`src/rtl/midi_note_decoder.sv`:
```
module midi_note_decoder #(
  parameter int          KEY_W    = 7,
  parameter logic [3:0]  CMD_ON   = 4'h9,
  parameter logic [3:0]  CMD_OFF  = 4'h8
) (
  input  logic             clk,
  input  logic             rst_n,
  input  logic             byte_valid,
  input  logic [KEY_W:0]   byte_data,
  input  logic             frame_err,
  output logic [KEY_W-1:0] note_leds,
  output logic [KEY_W-1:0] note_vel,
  output logic             msg_done
);
  localparam int BW = KEY_W + 1;

  typedef enum logic [1:0] {S_IDLE, S_KEY, S_VEL} st_t;

  st_t              state;
  logic             run_on;
  logic [KEY_W-1:0] key_q;

  wire             is_status = byte_data[BW-1];
  wire             is_rt     = &byte_data[BW-1:BW-5];
  wire [3:0]       cmd       = byte_data[BW-1:BW-4];
  wire [KEY_W-1:0] payload   = byte_data[KEY_W-1:0];
  wire             take      = byte_valid && !frame_err && !is_rt;

  always_ff @(posedge clk) begin
    if (!rst_n) begin
      state     <= S_IDLE;
      run_on    <= 1'b0;
      key_q     <= '0;
      note_leds <= '0;
      note_vel  <= '0;
      msg_done  <= 1'b0;
    end else begin
      msg_done <= 1'b0;
      if (frame_err) begin
        state <= S_IDLE;
      end else if (take) begin
        if (is_status) begin
          if (cmd == CMD_ON || cmd == CMD_OFF) begin
            state  <= S_KEY;
            run_on <= (cmd == CMD_ON);
          end else begin
            state <= S_IDLE;
          end
        end else begin
          case (state)
            S_KEY: begin
              key_q <= payload;
              state <= S_VEL;
            end
            S_VEL: begin
              note_vel <= payload;
              msg_done <= 1'b1;
              if (run_on && payload != '0) note_leds <= key_q;
              state <= S_KEY;
            end
            default: ;
          endcase
        end
      end
    end
  end

  assert_leds_move_with_done_R2: assert property (@(posedge clk) disable iff (!rst_n)
    !$stable(note_leds) |-> (msg_done && note_vel != '0));

  assert_done_single_R11: assert property (@(posedge clk) disable iff (!rst_n)
    msg_done |=> !msg_done);

  assert_done_after_data_R5: assert property (@(posedge clk) disable iff (!rst_n)
    msg_done |-> $past(byte_valid && !byte_data[BW-1] && !frame_err));

  assert_abort_on_frame_err_R10: assert property (@(posedge clk) disable iff (!rst_n)
    frame_err |=> (state == S_IDLE && !msg_done));

  assert_stray_data_dropped_R5: assert property (@(posedge clk) disable iff (!rst_n)
    (state == S_IDLE && byte_valid && !byte_data[BW-1]) |=> (state == S_IDLE && !msg_done));

  assert_state_legal_R1: assert property (@(posedge clk) disable iff (!rst_n)
    state != 2'd3);
endmodule

```
`config.mk`:
```
export PLATFORM = sky130hd
export DESIGN_NAME = midi_note_decoder
export DESIGN_NICKNAME = d
export VERILOG_FILES = /design/src/rtl/midi_note_decoder.sv
export SDC_FILE = /design/constraint.sdc
export NUM_CORES = 1
export LEC_CHECK = 0
export CAP_MARGIN = 20
export CORE_MARGIN = 5
export CORE_UTILIZATION = 42
export DETAILED_ROUTE_END_ITERATION = 6
export GPL_ROUTABILITY_DRIVEN = 1
export GPL_TIMING_DRIVEN = 0
export PLACE_DENSITY = 0.72
export SLEW_MARGIN = 0
export SYNTH_ARGS = -nofsm -noshare
export SYNTH_HDL_FRONTEND = slang
export SYNTH_SLANG_ARGS = --single-unit
```
`constraint.sdc`:
```
create_clock -name clk -period 1.35 [get_ports clk]
set_input_delay 0.2025 -clock clk [delete_from_list [all_inputs] [get_ports clk]]
set_output_delay 0.2025 -clock clk [all_outputs]
set_load 0.1 [all_outputs]
```
==> results of run 1 <==
## worst max-delay path, cell delays in order, from the launching register on
cell and delay [ns]:
dfxtp_2 0.36, nor2b_1 0.14, buf_4 0.17, nand3_4 0.08, a31oi_4 0.17, buf_12 0.15, mux2i_2 0.20
## cell families (layout without fill, tap and decap cells)
family / Yosys count / after routing / synth area share
compound gates: 10 / 10 / 0.0694
buf+inv: 6 / 41 / 0.0248
flops: 25 / 25 / 0.496
mux: 17 / 17 / 0.170
simple gates: 50 / 50 / 0.240
## repair_timing
item | CTS | global route
setup endpoints to repair | 37 | 28
hold buffers | 0 | 0
pin swaps | 1 | 0
buffers inserted | 4 | 1
gates resized for setup | 80 | 14
## metrics by stage
step | power, mW | setup slack [ns] | setup TNS [ns]
global placement | 0.841 | -0.571 | -15.80
floorplan | 0.786 | 0.0723 | 0
CTS | 1.17 | 0.0137 | 0
detailed placement | 0.841 | -0.642 | -16.70
global route | 1.21 | -0.0560 | -0.180
finish | 1.16 | 0.0157 | 0
## cells in the mapped netlist
cell | count | share of area
dfxtp_1 | 25 | 0.50
nand4b_1 | 1 | 0.0087
nand3_4 | 1 | 0.017
nand3b_1 | 1 | 0.0074
mux2_2 | 1 | 0.011
nand2b_1 | 1 | 0.0062
mux2i_1 | 16 | 0.16
nand4_1 | 1 | 0.0062
o21ai_0 | 1 | 0.0050
nor2_1 | 13 | 0.048
a21oi_1 | 7 | 0.035
inv_1 | 2 | 0.0074
a32oi_1 | 1 | 0.0087
nor3_1 | 1 | 0.0050
clkbuf_1 | 2 | 0.0074
nand3_1 | 7 | 0.035
nand2_1 | 22 | 0.082
nor2b_1 | 1 | 0.0062
nor3b_4 | 1 | 0.019
buf_2 | 2 | 0.0099
a31oi_4 | 1 | 0.021
## power by group through the flow
stage               logic, mW  registers (mW)  clock network, mW
finish                 0.0875           0.740              0.336
global route           0.0949           0.740              0.377
CTS                    0.0876           0.740              0.347
detailed placement     0.0854           0.756                  0
global placement       0.0847           0.756                  0
floorplan              0.0302           0.756                  0
## state kept, by name, summed over array words and instances (netlist names)
signal and count:
note_vel 7, note_leds 7, msg_done 1, key_q 7
state 2, run_on 1
## cell type report
| class | count | area [sq um] |
|---|---|---|
| flip-flops and latches | 25 | 502 |
| clock buffers | 3 | 22.5 |
| well taps | 28 | 35.0 |
| fillers | 220 | 915 |
| repair buffers | 31 | 259 |
| plain buffers | 4 | 21.3 |
| inverters | 2 | 7.51 |
| multi-input cells | 77 | 488 |
| clock inverters | 1 | 5.00 |
## layer usage
| layer | up-vias | global-route usage | part of all wire |
|---|---|---|---|
| li1 | 440 | - | - |
| met1 | 412 | 0.160 | 0.45 |
| met2 | 18 | 0.260 | 0.49 |
| met3 | 2 | 0.0327 | 0.051 |
| met4 | 0 | 0.0712 | 0.015 |
| met5 | - | 0 | 0 |
## path summary, 6_finish.rpt
kind	start	endpoint	slack, ns	cells past startpoint
setup / recovery	state[1]	note_leds[4]	0.02	6
hold / removal	byte_valid	state[1]	0.35	3
setup reg to reg	state[1]	note_leds[4]	0.02	6
hold reg to reg	note_leds[6]	note_leds[6]	0.47	2
==> impl_metrics.json, run 1 <==
{
  "route.vias.total": 872,
  "avgSynthCellArea_sq_um": 9.35,
  "dieArea_sq_um": 3480,
  "swShare": 0.233,
  "clock-sinks": 25,
  "n_antenna_cell": 0,
  "synth.ff_latch_count": 25,
  "clkTransAtPathRegs_ns": 0.13,
  "criticalPathCategory": "reg -> reg",
  "p_per_area_nw_per_um2": 868,
  "dp_hpwl_mm": 1.67,
  "ys_seq_area_frac": 0.496,
  "worst_pin_slew_ns": 0.490,
  "outcome": "finished clean",
  "portBuffers": 26,
  "grt_pass1_wl_mm": 3.90,
  "grt_max_degree": 15,
  "rsz0062_at_grt": "yes",
  "core_area_sq_um": 2250,
  "holdCritPathClass": "in -> reg",
  "drt_first_iter_violations": 3,
  "cts_buffers": 3,
  "intPower_uw": 891,
  "skew_ns": 0.00458,
  "fin_cells": 171,
  "p_switching_uw": 271,
  "routed_wl_mm": 2.22,
  "final_common_cell": "dfxtp_1",
  "grt_usage": 0.145,
  "post_drt_wl_per_cell_microns": 13.0,
  "holdWs_ns": 0.347,
  "pwr-share-comb": 0.075,
  "place_area_sq_um": 1310,
  "place.gp.congestion": 0.713,
  "slew_viol_final": 0,
  "syn2layout_area_growth_pct": 32.7,
  "nNetsFinal": 156,
  "hold_violations": 0,
  "cp-end-kind": "register",
  "final_area_sq_um": 1340,
  "io_pins": 27,
  "viasPerCell": 5.10,
  "initial_core_util": 0.448,
  "drc": 0,
  "clkPwrFrac": 0.289,
  "final_cell_mix": "24 x dfxtp_1, 22 x nand2_1, 15 x mux2i_1",
  "cts.path.max_buffers": 2,
  "netlist_instances": 108,
  "syn_area_sq_um": 1010,
  "seqPwrFrac": 0.636,
  "setup_viol": 0,
  "synth.net_count": 120,
  "ant_nets": 0,
  "arrival_ns": 1.59,
  "cts-root-buf": "clkbuf_4",
  "slew_headroom": 0.675,
  "peakVddDrop_mv": 0.679,
  "dp.cells": 162,
  "gr-total-overflow": 0,
  "ys_warn_count": 0,
  "cts_htree_levels": 1,
  "critPathLaunchType": "register",
  "antenna_found_initial": 0,
  "max_cap_viol_count": 0,
  "cts_tree": "yes",
  "min_period_over_period": 0.988,
  "drive_gt1_frac": 0.231,
  "ys_types": 21,
  "worstPathRequired_ns": 1.61,
  "leakage_nw": 0.562,
  "path_max_fanout": 8,
  "period_needed_ns": 1.33,
  "final_util": 0.594,
  "die_w_microns": 59.0,
  "fmax_mhz": 749,
  "clock_latency_ns": 0.32,
  "firstDrtPassIters": 2,
  "grt_pass1_vias": 918,
  "row_count": 17,
  "fp.dieH_microns": 59.0
}
Power figures use the tool's default switching activity.
==> run 2, diff against run 1 <==
--- a/config.mk
+++ b/config.mk
@@ -8,6 +8,7 @@
 export CAP_MARGIN = 20
 export CORE_MARGIN = 5
 export CORE_UTILIZATION = 42
+export CTS_CLUSTER_DIAMETER = 120
 export DETAILED_ROUTE_END_ITERATION = 6
 export GPL_ROUTABILITY_DRIVEN = 1
 export GPL_TIMING_DRIVEN = 0
==> results of run 2 <==
Final layout, timing and power as in run 1 (identical DEF).
==> run 3, diff against run 2 <==
==> constraint.sdc (replaced) <==
create_clock -name clk -period 1.2 [get_ports clk]
set_input_delay 0.18 -clock clk [delete_from_list [all_inputs] [get_ports clk]]
set_output_delay 0.18 -clock clk [all_outputs]
set_load 0.1 [all_outputs]
==> run 3 against run 2 <==
Net effect:
- global-route usage decreased by 0.19 points
- sequential power increased by 12%
- total power increased by 12%
- largest cell class unchanged
- largest power group unchanged
==> impl_metrics.json, run 3 (synthesis results as in run 1) <==
{
  "slew_headroom": 0.797,
  "critical-path-slowest-cell": "clkdlybuf4s50_1",
  "setup_slack_ns": 0.0226,
  "top_layer": "met4",
  "dieArea_sq_um": 3480,
  "max_cap_viol_count": 0,
  "holdCritStartpoint": "rst_n",
  "grt_pass1_wl_mm": 3.90,
  "holdCritPathClass": "in -> reg",
  "grt_usage": 0.144,
  "rsz0062_at_grt": "yes",
  "intPower_mw": 1.01,
  "dp_hpwl_mm": 1.66,
  "hold_depth": 3,
  "cts_buffers": 3,
  "wl_met2_mm": 1.04,
  "final_common_cell": "nand2_1",
  "rr_worst_depth": 5,
  "p_per_area_nw_per_um2": 940,
  "cts_hold_buf": 0,
  "critPathLaunchType": "input port",
  "fp.dieH_microns": 59.0,
  "hold_violations": 0,
  "p_switching_uw": 292,
  "leakage_nw": 0.584,
  "top_regs": "key_q: 7 flops, note_leds: 7 flops, note_vel: 7 flops",
  "drt-met1-wl_microns": 988,
  "route.vias.total": 863,
  "pwr-share-comb": 0.077,
  "clkTransAtPathRegs_ns": 0.13,
  "final_util": 0.613,
  "criticalPathCategory": "in -> reg",
  "arrival_ns": 1.39,
  "cts.path.max_buffers": 2,
  "critPathTopFamily": "buffers and inverters",
  "drt_first_iter_violations": 7,
  "slew_viol_final": 0,
  "cts-root-buf": "clkbuf_4",
  "core_area_sq_um": 2250,
  "reg2reg_to": "note_leds[5]",
  "place.gp.congestion": 0.799,
  "outcome": "finished clean",
  "worst_pin_slew_ns": 0.303,
  "peakVddDrop_mv": 0.669,
  "critPathBufInv": 2,
  "clock-sinks": 25,
  "timing.critical_path.cells": "clkdlybuf4s50_1 > nor3_1 > a31oi_4 > buf_12 > mux2i_1",
  "io_pins": 27,
  "holdPathEnd": "note_leds[2]",
  "seqPwrFrac": 0.641,
  "row_count": 17,
  "cts_tree": "yes",
  "gr-total-overflow": 0,
  "path_max_fanout": 7,
  "max_stage_delay_ns": 0.51,
  "regArea_sq_um": 512,
  "drive_gt1_frac": 0.308,
  "syn2layout_area_growth_pct": 36.8,
  "ant_nets": 0,
  "nNetsFinal": 156,
  "min_period_over_period": 0.981,
  "cts_htree_levels": 1,
  "n_antenna_cell": 0,
  "portBuffers": 26,
  "skew_ns": 0.000975,
  "setup_viol": 0,
  "die_w_microns": 59.0,
  "drc": 0,
  "nFillCells": 234,
  "wl_met3_microns": 117,
  "clock_latency_ns": 0.31,
  "grt_max_degree": 14,
  "r2r-start": "state[1]",
  "viasPerCell": 5.05,
  "post_drt_wl_per_cell_microns": 12.7,
  "period_needed_ns": 1.18,
  "startpoint": "byte_data[3]",
  "worstPathRequired_ns": 1.41,
  "routed_wl_mm": 2.17,
  "firstDrtPassIters": 4,
  "swShare": 0.225,
  "fmax_mhz": 849,
  "antenna_found_initial": 0,
  "multiInputGateArea_sq_um": 500,
  "pre_cts_slack_ns": -0.747,
  "initial_core_util": 0.448,
  "r2r_slack_ns": 0.04,
  "worst-path-stages": 5,
  "grt_pass1_vias": 887,
  "clkPwrFrac": 0.282,
  "cp-end-kind": "register",
  "final_cell_mix": "21 x nand2_1, 20 x buf_4, 16 x mux2i_1, 16 x dfxtp_1, 12 x nor2_1"
}
run 3: cell types whose count changed in the layout (fill, tap and decap cells not counted), sizes merged:
| cell | previous run | this run |
|---|---|---|
| clkinv | 1 | 0 |
| clkdlybuf4s50 | 8 | 7 |
| clkbuf | 16 | 6 |
| buf | 11 | 22 |
| dlymetal6s2s | 0 | 1 |
run 3: layout make-up:
| type | count | share of cell area |
|---|---|---|
| timing repair buffer | 32 | 0.205 |
| tap | 28 | 0.0254 |
| buffer | 3 | 0.0127 |
| multi-input combinational | 77 | 0.362 |
| sequential | 25 | 0.370 |
| clock buffer | 4 | 0.0190 |
| inverter | 2 | 0.00543 |
run 3: through the flow:
stage,cell area (sq um),setup TNS (ns),std cells,hold WS (ns),power (mW)
2_1_floorplan,1020,-0.154,108,0.320,0.884
3_3_place_gp,1320,-20.58,162,0.441,0.945
3_5_place_dp,1320,-21.36,162,0.446,0.947
4_1_cts,1380,-0.0281,172,0.333,1.30
5_1_grt,1380,-0.143,171,0.275,1.36
6_report,1380,0,171,0.255,1.30
run 3: worst max-delay path by stage:
stage | endpoint
after global routing | note_leds[4]
final | note_leds[5]
after detailed placement | note_leds[1]
after CTS | note_leds[5]
after floorplan | note_leds[0]
after global placement | note_leds[4]
run 3: what timing repair did:
item / in CTS / in global routing
buffers inserted: 6 / 0
gates resized for setup: 99 / 7
endpoints found under the setup margin: 38 / 17
pin swaps: 1 / 0
run 3: power by group through the flow:
stage	Clock [mW]	Sequential, mW	Combinational, mW
detailed placement	0	0.850	0.0966
global placement	0	0.850	0.0952
CTS	0.374	0.832	0.0979
floorplan	0	0.850	0.0340
global route	0.421	0.833	0.109
finish	0.367	0.832	0.0994
run 3: worst register-to-register path, cell delays in order, from the launching register on:
cell	delay, ns
dfxtp_2	0.35
nor2b_4	0.17
nand3_4	0.08
a31oi_4	0.17
buf_12	0.15
mux2i_1	0.18
run 3: metal layers:
metal	global-route usage	up-vias
li1	-	440
met1	0.189	398
met2	0.230	21
met3	0.0392	4
met4	0.0388	0
met5	0	-
